File: src/rtl/rst_wdog_supervisor.sv
module rst_wdog_supervisor #(
  parameter int RST_TICKS     = 25_000_000,
  parameter int WD_FAST_TICKS = 12_500_000,
  parameter int WD_SLOW_TICKS = 200_000_000
) (
  input  logic clk,
  input  logic rst_n,
  input  logic pwr_ok,
  input  logic hb_level,
  input  logic hb_float,
  input  logic wd_fast,
  output logic rst_out_n,
  output logic rst_out,
  output logic wd_fault_n
);

  localparam int WD_MAX = (WD_FAST_TICKS > WD_SLOW_TICKS) ? WD_FAST_TICKS : WD_SLOW_TICKS;
  localparam int RW = $clog2(RST_TICKS + 1);
  localparam int WW = $clog2(WD_MAX + 1);

  logic [2:0]    hb_q;
  logic [1:0]    fl_q;
  logic          rst_busy, fault;
  logic [RW-1:0] rst_cnt;
  logic [WW-1:0] wd_cnt, wd_lim;
  logic          hb_edge, wd_expire, float_s;

  assign float_s   = fl_q[1];
  assign hb_edge   = (hb_q[1] ^ hb_q[2]) & ~float_s;
  assign wd_lim    = wd_fast ? WW'(WD_FAST_TICKS - 1) : WW'(WD_SLOW_TICKS - 1);
  assign wd_expire = pwr_ok & ~rst_busy & ~float_s & ~hb_edge & (wd_cnt >= wd_lim);

  assign rst_out_n  = pwr_ok & ~rst_busy;
  assign rst_out    = ~rst_out_n;
  assign wd_fault_n = ~fault;

  always_ff @(posedge clk or negedge rst_n)
    if (!rst_n) begin
      hb_q <= '0;
      fl_q <= '0;
    end else begin
      hb_q <= {hb_q[1:0], hb_level};
      fl_q <= {fl_q[0], hb_float};
    end

  always_ff @(posedge clk or negedge rst_n)
    if (!rst_n) begin
      rst_busy <= 1'b1;
      rst_cnt  <= '0;
    end else if (!pwr_ok || wd_expire) begin
      rst_busy <= 1'b1;
      rst_cnt  <= '0;
    end else if (rst_busy) begin
      if (rst_cnt == RW'(RST_TICKS - 1)) rst_busy <= 1'b0;
      else rst_cnt <= rst_cnt + 1'b1;
    end

  always_ff @(posedge clk or negedge rst_n)
    if (!rst_n) wd_cnt <= '0;
    else if (!pwr_ok || rst_busy || float_s || hb_edge || wd_expire) wd_cnt <= '0;
    else wd_cnt <= wd_cnt + 1'b1;

  always_ff @(posedge clk or negedge rst_n)
    if (!rst_n) fault <= 1'b0;
    else if (float_s || hb_edge) fault <= 1'b0;
    else if (wd_expire) fault <= 1'b1;

  a_r2_hold_on_return: assert property (@(posedge clk) disable iff (!rst_n)
    (pwr_ok && !$past(pwr_ok)) |-> !rst_out_n);

  a_r4_fault_brings_reset: assert property (@(posedge clk) disable iff (!rst_n)
    $fell(wd_fault_n) |-> !rst_out_n);

  a_r5_fault_sticky: assert property (@(posedge clk) disable iff (!rst_n)
    (!wd_fault_n && !hb_edge && !float_s) |=> !wd_fault_n);

  a_r6_float_releases: assert property (@(posedge clk) disable iff (!rst_n)
    (float_s && $past(float_s)) |-> wd_fault_n);

  a_r9_idle_in_reset: assert property (@(posedge clk) disable iff (!rst_n)
    rst_busy |=> (wd_cnt == '0));

endmodule

File: config.mk
export PLATFORM = sky130hd
export DESIGN_NAME = rst_wdog_supervisor
export DESIGN_NICKNAME = d
export VERILOG_FILES = /design/src/rtl/rst_wdog_supervisor.sv
export SDC_FILE = /design/constraint.sdc
export NUM_CORES = 1
export LEC_CHECK = 0
export ABC_AREA = 1
export BUFFER_PORTS_ARGS = -buffer_cell sky130_fd_sc_hd__clkbuf_2
export CAP_MARGIN = 20
export CORE_MARGIN = 8
export CORE_UTILIZATION = 40
export CTS_BUF_LIST = sky130_fd_sc_hd__clkbuf_4 sky130_fd_sc_hd__clkbuf_8
export CTS_CLUSTER_SIZE = 10
export DETAILED_ROUTE_END_ITERATION = 10
export HOLD_SLACK_MARGIN = 0.12
export PLACE_DENSITY = 0.63
export SYNTH_ARGS = -nofsm -noshare
export SYNTH_HDL_FRONTEND = slang
export SYNTH_SLANG_ARGS = --single-unit
File: constraint.sdc
create_clock -name clk -period 2.3 [get_ports clk]
set_clock_uncertainty 0.1 [all_clocks]
set_input_delay 0.46 -clock clk [delete_from_list [all_inputs] [get_ports clk]]
set_output_delay 0.46 -clock clk [all_outputs]
set_load 0.02 [all_outputs]
==> results_dict.tcl, run 1 <==
set metrics [dict create \
    seq_area_frac_synth 0.3908 \
    clock-sinks 60 \
    startpoint_type "flip-flop" \
    cp-end-kind "flip-flop" \
    min_path_type "reg -> reg" \
    rows 35 \
    numPortBuffers 8 \
    status "finished clean" \
    setup_violations 0 \
    yosysTopAreaCell "dfrtp_1" \
    met1_usage 0.1905 \
    min_period_over_period 0.8714 \
    htree_levels 3 \
    hp-start "hb_q[0]$_DFF_PN0_" \
    nets 554 \
    drv_cap 0 \
    path_cells "ha_1 > inv_1 > nor2_1 > nand3_1 > a21oi_1 > nor2_4 > nand3_2 > nand2_2 > nand2_4 > a21oi_1" \
    cellPowerDensity_nw_per_um2 466.2 \
    syn_area_um2 3845 \
    syn-num-nets 529 \
    drv_slew 0 \
    clockPowerShare 0.425 \
    diodes 0 \
    min_period_ns 2.004 \
    drtIter0Drc 139 \
    cts_resized 0 \
    timing.reg2reg.setup_slack_ns 0.30 \
    wl_mm 8.273 \
    place_hpwl_mm 6.219 \
    seq_power_share 0.535 \
    grt_pass1_vias 3106 \
    p_sw_frac 0.2421 \
    antenna_left 0 \
    gr-total-overflow 0 \
    power.leakage_nw 1.878 \
    io_pins 9 \
    rsz0062_at_grt "no" \
    grt_max_degree 31 \
    drcViolationCount 0 \
    required_ns 2.40 \
    internal_power_mw 1.516 \
    dr_total_vias 3181 \
    hold_violations 0 \
    grt_pass1_wl_mm 14.43 \
    cp.arrival_ns 2.10 \
    crit_fanout 24 \
    top_usage_layer "met2" \
    p_switching_mw 0.4841 \
    vias_per_cell 4.791 \
    postCtsSetupBuffers 0 \
    met2_usage 0.2019 \
    drt_pass1_iterations 4 \
    clk_path_buf_depth 2 \
    ys_warn_count 0 \
    synth_area_leaders "dfrtp_1 38%, nand2_1 11%, nor2_1 9.3%" \
    start_util 0.4142 \
    setup_slack_ns 0.2958 \
    yosysTopAreaCellShare 0.3840 \
    grt_util_all_layers 0.1367 \
    avgSynthCellArea_um2 7.614 \
    gp_congestion 0.9031 \
    r2r-start "wd_cnt[27]$_DFF_PN0_" \
    cts-root-buf "clkbuf_8" \
    post-place-ws_ns -0.01917 \
    maxSlewHeadroom 0.7169 \
    reg2reg_to "rst_cnt[8]$_DFFE_PN0P_" \
    antenna_found_initial 0 \
    die_y_um 114.0 \
    clock.fmax_mhz 498.9 \
    cpMaxStageDelayCell "dfrtp_1" \
    clk_latency_ns 0.34 \
    path_class "reg -> reg" \
    max_slew.worst_pin.slew_ns 0.4246 \
    cts_tree "done" \
    die_x_um 114.0 \
    cts_hold_buf 3 \
    drive_above_1_share 0.1402 \
    crit_path_max_incr_delay_ns 0.39 \
    core_area_um2 9284 \
    cts_made_buffers 9 \
    wire_per_inst_um 12.46 \
    reg2reg_depth 10 \
    synth_cell_type_count 33 \
    fp.dieArea_um2 13010 \
    fill_cells 956 \
    holdWs_ns 0.2521 \
    path_clk_slew_ns 0.07 \
    synthCells 505 \
    grtUsageMet3 0.02272 \
    ir_worst_vdd_mv 0.3887 \
    pwr-share-comb 0.040 \
    synth_seq_cells 60 \
    hold_end "hb_q[1]$_DFF_PN0_" \
    crit_path_frequent_cell "a21oi_1" \
    areaGrowthSynthToFinish_pct 11.55 \
    hold_depth 0 \
]
==> routing by layer <==
layer  share of wire  up-vias
li1                -     1658
met3           0.026       16
met2            0.42       45
met1            0.53     1462
met5               0        -
met4           0.020        0
==> metrics by stage <==
stage                     power (mW)  instance area (µm²)  cells  setup TNS [ns]  utilization
after global placement         1.165                 4086    645               0       0.4402
after detailed placement       1.169                 4086    645         -0.1596       0.4402
after global routing           2.072                 4289    664               0       0.4620
after CTS                      2.026                 4289    664               0       0.4620
final                          2.000                 4289    664               0       0.4620
after floorplan                1.123                 3845    505               0            -
==> cells by family after synthesis <==
logic type / count (synthesis) / synth area share
AO/OA/AOI/OAI: 23 / 0.03417
XOR/XNOR: 30 / 0.06834
adder cells (fa/ha/maj): 18 / 0.05858
buffers and inverters: 66 / 0.07745
flip-flops: 60 / 0.3908
AND/OR/NAND/NOR: 308 / 0.3707
==> placed cells by master, fill, tap and decap left out, types with 4 or more instances in the layout <==
cell type  Yosys  final
nand2_1      113    113
nor2_1        95     95
dfrtp_1       59     59
inv_1         53     53
nand3_1       29     29
xor2_1        24     24
nor3_1        18     18
ha_1          18     18
nand4_1       16     16
a21oi_1       11     11
nand2_2       11     11
clkbuf_8       0     10
clkbuf_2       0      8
buf_4          1      8
o21ai_0        7      7
nor2_2         6      6
xnor2_1        6      6
inv_2          5      5
nor2_4         4      4
clkinv_2       0      4
==> layout make-up <==
type / count / area (µm²) / share of cell area
repair buffers: 22 / 190.2 / 0.04434
well taps: 129 / 161.4 / 0.03763
inverters: 58 / 217.7 / 0.05076
clock buffers: 11 / 145.1 / 0.03384
multi-input cells: 379 / 2044 / 0.4767
clock inverters: 5 / 27.53 / 0.006418
flip-flops and latches: 60 / 1503 / 0.3504
==> worst max-delay path, delay by kind of cell (launching register included) <==
kind	cells	cell delay [ns]
AND/OR/NAND/NOR	6	0.69
flip-flops	1	0.39
AO/OA/AOI/OAI	2	0.34
adder cells (fa/ha/maj)	1	0.30
buffers and inverters	1	0.04
==> worst max path at each step <==
stage                               from                       to  slack [ns]  cells past startpoint
detailed placement               wd_fast   rst_cnt[8]$_DFFE_PN0P_       -0.02                     12
global route         wd_cnt[0]$_DFF_PN0_   rst_cnt[4]$_DFFE_PN0P_        0.11                     10
floorplan                        wd_fast   rst_cnt[5]$_DFFE_PN0P_        0.39                     12
CTS                  wd_cnt[7]$_DFF_PN0_   rst_cnt[8]$_DFFE_PN0P_        0.30                     10
global placement                 wd_fast  rst_cnt[23]$_DFFE_PN0P_        0.04                     12
finish              wd_cnt[27]$_DFF_PN0_   rst_cnt[8]$_DFFE_PN0P_        0.30                     10
==> flip-flops by register name, indices dropped and copies added, names as in the netlist <==
signal and count:
fault 1, fl_q 2, hb_q 3, rst_busy 1, rst_cnt 25, wd_cnt 28
==> synthesized netlist by cell type, drive strengths merged <==
library cell  number
a21o               1
a21oi             13
buf                8
dfrtp             59
dfstp              1
ha                18
inv               58
nand2            125
nand3             32
nand3b             2
nand4             17
nor2             105
nor3              22
nor3b              2
nor4               2
o21ai              8
o21bai             1
or2                1
xnor2              6
xor2              24
==> power groups by stage <==
stage / Sequential [mW] / Combinational [mW] / Clock (mW)
finish: 1.07 / 0.0806 / 0.850
detailed placement: 1.09 / 0.0792 / 0
CTS: 1.07 / 0.0831 / 0.874
global route: 1.07 / 0.0940 / 0.909
floorplan: 1.09 / 0.0349 / 0
global placement: 1.09 / 0.0768 / 0
(Power assumes the default switching activity.)
==> run 2: changes to the inputs <==
Settings changed: BUFFER_PORTS_ARGS -buffer_cell sky130_fd_sc_hd__clkbuf_2 to -buffer_cell sky130_fd_sc_hd__buf_2.
==> run 2 against run 1 <==
Net effect: die area unchanged; flip-flop and latch count stayed put; cell area is 0.76% higher; via count increased by 1.4%; setup slack got worse by 0.012 ns; combinational power down 5.0%; first-iteration DRC count increased by 17%; cell count fell by 0.30%; global-route usage up 0.059 points; count of clock-buffer cells in the layout is 1 lower; critical path type unchanged; largest cell class unchanged; largest power group is now the clock network; highest routed layer unchanged.
==> results_dict.tcl, run 2 (synthesized netlist as in run 1, its figures left out) <==
set metrics [dict create \
    regMostFlops "wd_cnt" \
    die_y_um 114.0 \
    core_area_um2 9284 \
    drtIter0Drc 163 \
    grt_max_degree 41 \
    clk_latency_ns 0.33 \
    clock.fmax_mhz 496.1 \
    cts_made_buffers 9 \
    cp.arrival_ns 2.11 \
    nets 552 \
    path_cells "ha_1 > inv_1 > nor2_1 > nand3_1 > a21oi_1 > nor2_4 > nand3_2 > nand2_2 > nand2_4 > nor2_1" \
    place_area_um2 4086 \
    wl_mm 8.301 \
    drcViolationCount 0 \
    cts_tree "done" \
    drv_cap 0 \
    cp-end-kind "flip-flop" \
    reg_top3 "wd_cnt (28), rst_cnt (25), hb_q (3)" \
    startpoint_type "flip-flop" \
    mostFrequentLayoutCell "nand2_1" \
    min_period_over_period 0.8764 \
    numPortBuffers 8 \
    grtUsageMet3 0.02747 \
    areaGrowthSynthToFinish_pct 12.40 \
    antenna_found_initial 0 \
    place_hpwl_mm 6.316 \
    crit_fanout 24 \
    cts-root-buf "clkbuf_8" \
    rows 35 \
    crit_path_frequent_cell "nor2_1" \
    final_area_um2 4322 \
    drv_slew 0 \
    cp_num_buf_inv 1 \
    die_x_um 114.0 \
    path_class "reg -> reg" \
    antenna_left 0 \
    gr-total-overflow 0 \
    grt_pass1_wl_mm 14.55 \
    power.leakage_nw 1.878 \
    io_pins 9 \
    grt_util_all_layers 0.1373 \
    final_cells 662 \
    clk_path_buf_depth 2 \
    drt_pass1_iterations 4 \
    max_slew.worst_pin.slew_ns 0.5015 \
    dr_total_vias 3227 \
    required_ns 2.40 \
    hold_violations 0 \
    layout_common_cells "113 x nand2_1, 95 x nor2_1, 59 x dfrtp_1" \
    dpl.cell_count 645 \
    vias_per_cell 4.875 \
    cpMaxStageDelayCell "dfrtp_1" \
    cellPowerDensity_nw_per_um2 514.0 \
    min_period_ns 2.016 \
    top_usage_layer "met2" \
    met2_usage 0.2027 \
    wire_per_inst_um 12.54 \
    setup_violations 0 \
    met1_usage 0.1956 \
    setup_tns_ns 0 \
    gp_congestion 0.9067 \
    clock-sinks 60 \
    fp.dieArea_um2 13010 \
    ir_worst_vdd_mv 0.4477 \
    crit_family "simple AND/OR/NAND/NOR gates" \
    holdWs_ns 0.1421 \
    drive_above_1_share 0.1407 \
    htree_levels 3 \
    rsz0062_at_grt "no" \
    min_path_type "in -> reg" \
    maxSlewHeadroom 0.6656 \
    path_clk_slew_ns 0.07 \
    postCtsSetupBuffers 0 \
    start_util 0.4142 \
    largest_reg_flops 28 \
    grt_pass1_vias 3103 \
    crit_path_max_incr_delay_ns 0.39 \
    diodes 0 \
    status "finished clean" \
]
==> run 2: power by group <==
part           internal (mW)  switching [mW]
clock network          0.638           0.438
registers               1.06         0.00551
logic                 0.0243          0.0523
total                   1.73           0.496
==> run 2: layout make-up <==
class,count,area (µm²)
multi-input cells,379,2044
repair buffers,20,170.2
clock inverters,6,87.58
flip-flops and latches,60,1503
fillers,979,4962
inverters,58,217.7
well taps,129,161.4
clock buffers,10,137.6
==> run 2: what timing repair did <==
| action | CTS | global route |
|---|---|---|
| hold endpoints to repair | 20 | 0 |
| hold buffers | 1 | 0 |
| resized for setup | 0 | 0 |
==> run 2: through the flow <==
step	setup WS, ns	power (mW)	util
2_1_floorplan	0.3932	1.123	-
3_3_place_gp	0.04142	1.164	0.4402
3_5_place_dp	-0.04429	1.168	0.4402
4_1_cts	0.2773	2.249	0.4655
5_1_grt	0.1420	2.304	0.4655
6_report	0.2842	2.221	0.4655
==> run 2: routing by layer <==
| layer | share of wire | routed length [µm] |
|---|---|---|
| met1 | 0.52 | 4316 |
| met2 | 0.44 | 3634 |
| met3 | 0.031 | 254 |
| met4 | 0.011 | 95 |
| met5 | 0 | 0 |
==> run 2: worst paths after layout <==
path / slack [ns] / from / endpoint / cells after the start
max: 0.28 / wd_cnt[27]$_DFF_PN0_ / rst_cnt[5]$_DFFE_PN0P_ / 10
min: 0.14 / hb_level / hb_q[0]$_DFF_PN0_ / 1
max reg2reg: 0.28 / wd_cnt[27]$_DFF_PN0_ / rst_cnt[5]$_DFFE_PN0P_ / 10
min reg2reg: 0.25 / hb_q[0]$_DFF_PN0_ / hb_q[1]$_DFF_PN0_ / 0
max in group asynchronous: 0.94 / rst_n / rst_busy$_DFF_PN1_ / 3
min in group asynchronous: 0.52 / rst_n / wd_cnt[6]$_DFF_PN0_ / 2
==> run 3: changes to the inputs <==
Settings changed: CORE_UTILIZATION 40 to 65, PLACE_DENSITY 0.63 to 0.9.
==> run 3 against run 2 <==
Net effect: clock power decreased by 10%; worst hold slack improved by 0.12 ns; critical path depth decreased by 1; cell area decreased by 2.7%; register-to-register slack got worse by 0.03 ns; routed wire length increased by 0.84%; sequential power about the same; first-iteration DRC count increased by 45%; critical endpoint is now rst_cnt[10]$_DFFE_PN0P_; largest cell class unchanged; highest routed layer unchanged.
==> results_dict.tcl, run 3 (synthesized netlist as in run 1, its figures left out) <==
set metrics [dict create \
    io_pins 9 \
    ir_worst_vdd_mv 0.4317 \
    r2r-start "rst_cnt[0]$_DFFE_PN0P_" \
    fp.dieArea_um2 8632 \
    areaGrowthSynthToFinish_pct 9.404 \
    core_area_um2 5816 \
    cp.arrival_ns 2.16 \
    met1_usage 0.2345 \
    mostFrequentLayoutCell "nand2_1" \
    diodes 0 \
    path_class "reg -> reg" \
    report.power.total_mw 2.114 \
    layout_common_cells "113 x nand2_1, 95 x nor2_1, 59 x dfrtp_1" \
    place_hpwl_mm 6.126 \
    grtUsageMet3 0.03964 \
    rows 28 \
    numPortBuffers 8 \
    cp-end-kind "flip-flop" \
    cellPowerDensity_nw_per_um2 502.7 \
    post-place-ws_ns -0.02086 \
    largest_reg_flops 28 \
    cts_tree "done" \
    gp_congestion 0.9172 \
    reg2reg_to "rst_cnt[10]$_DFFE_PN0P_" \
    power.leakage_nw 1.857 \
    cts-root-buf "clkbuf_8" \
    clock-sinks 60 \
    path_clk_slew_ns 0.07 \
    drtIter0Drc 236 \
    hold_end "hb_q[1]$_DFF_PN0_" \
    drv_slew 0 \
    hold_violations 0 \
    wire_per_inst_um 13.79 \
    die_y_um 92.91 \
    min_period_ns 2.043 \
    setup_slack_ns 0.2569 \
    cpMaxStageDelayCell "dfrtp_1" \
    crit_path_max_incr_delay_ns 0.41 \
    vias_per_cell 5.532 \
    grt_max_degree 29 \
    min_period_over_period 0.8883 \
    grt_util_all_layers 0.2055 \
    grt_pass1_wl_mm 14.41 \
    postCtsSetupBuffers 0 \
    die_x_um 92.91 \
    reg_top3 "wd_cnt (28), rst_cnt (25), hb_q (3)" \
    cp_num_buf_inv 0 \
    fill_cells 428 \
    regMostFlops "wd_cnt" \
    maxSlewHeadroom 0.6137 \
    grt_pass1_vias 3353 \
    antenna_left 0 \
    cts_made_buffers 9 \
    nets 551 \
    hold_depth 0 \
    required_ns 2.42 \
    drcViolationCount 0 \
    antenna_found_initial 0 \
    crit_family "simple AND/OR/NAND/NOR gates" \
    rsz0062_at_grt "no" \
    clk_latency_ns 0.35 \
    start_util 0.6611 \
    htree_levels 3 \
    path_cells "ha_1 > nand3_2 > nor2_4 > nand3_2 > nor2_1 > nor2_4 > nand3_1 > xor2_1 > nor2_1" \
    drv_cap 0 \
    dr_total_vias 3358 \
    status "finished clean" \
    max_slew.worst_pin.slew_ns 0.5795 \
    drt_pass1_iterations 5 \
    crit_fanout 22 \
    hp-start "hb_q[0]$_DFF_PN0_" \
    timing.reg2reg.setup_slack_ns 0.26 \
    gr-total-overflow 0 \
    min_path_type "reg -> reg" \
    setup_tns_ns 0 \
    top_usage_layer "met2" \
    reg2reg_depth 9 \
    clock.fmax_mhz 489.5 \
    dpl.cell_count 588 \
    met2_usage 0.3550 \
    final_cells 607 \
    clk_path_buf_depth 2 \
    setup_violations 0 \
    wl_mm 8.371 \
    drive_above_1_share 0.1353 \
    startpoint_type "flip-flop" \
]
==> run 3: cell types whose count changed in the layout (fill, tap and decap cells not counted), sizes merged <==
cell,before,now
bufinv,2,1
dlygate4sd3,1,3
clkinv,1,3
clkinvlp,3,2
buf,19,16
inv,58,59
clkbuf,10,9
==> run 3: metrics by stage <==
stage / area, µm² / util / hold WS, ns
2_1_floorplan: 3845 / - / 0.06441
3_3_place_gp: 3971 / 0.6829 / 0.2322
3_5_place_dp: 3971 / 0.6829 / 0.2385
4_1_cts: 4202 / 0.7225 / 0.2545
5_1_grt: 4207 / 0.7233 / 0.2691
6_report: 4207 / 0.7233 / 0.2619
==> run 3: what timing repair did <==
item	in CTS	in global routing
endpoints found under the hold margin	26	0
setup endpoints to repair	0	16
hold buffers	3	0
gates resized for setup	0	1
==> run 3: layout make-up <==
| type | instances | area [µm²] | area share |
|---|---|---|---|
| clock buffers | 9 | 123.9 | 0.02945 |
| clock inverters | 7 | 76.32 | 0.01814 |
| inverters | 58 | 217.7 | 0.05176 |
| multi-input cells | 379 | 2049 | 0.4872 |
| flip-flops and latches | 60 | 1503 | 0.3572 |
| well taps | 75 | 93.84 | 0.02231 |
| repair buffers | 19 | 142.6 | 0.03391 |
==> run 3: report_power, final <==
part | switching, mW | leakage, nW | internal, mW
clock network | 0.462 | 0.0958 | 0.505
logic | 0.0535 | 0.941 | 0.0246
registers | 0.00624 | 0.821 | 1.06
==> run 3: worst max path at each step <==
| stage | slack [ns] | cells past startpoint | end | from |
|---|---|---|---|---|
| finish | 0.26 | 9 | rst_cnt[10]$_DFFE_PN0P_ | rst_cnt[0]$_DFFE_PN0P_ |
| global route | 0.14 | 9 | rst_cnt[19]$_DFFE_PN0P_ | rst_cnt[0]$_DFFE_PN0P_ |
| CTS | 0.01 | 9 | rst_cnt[10]$_DFFE_PN0P_ | rst_cnt[0]$_DFFE_PN0P_ |
| detailed placement | -0.02 | 12 | rst_cnt[9]$_DFFE_PN0P_ | wd_fast |
| global placement | 0.07 | 9 | rst_cnt[19]$_DFFE_PN0P_ | rst_cnt[0]$_DFFE_PN0P_ |
| floorplan | 0.39 | 12 | rst_cnt[5]$_DFFE_PN0P_ | wd_fast |
==> run 3: metal layers <==
metal	wire length, µm	part of all wire
met5	0	0
met4	217	0.026
met3	502	0.060
met2	4194	0.50
met1	3456	0.41
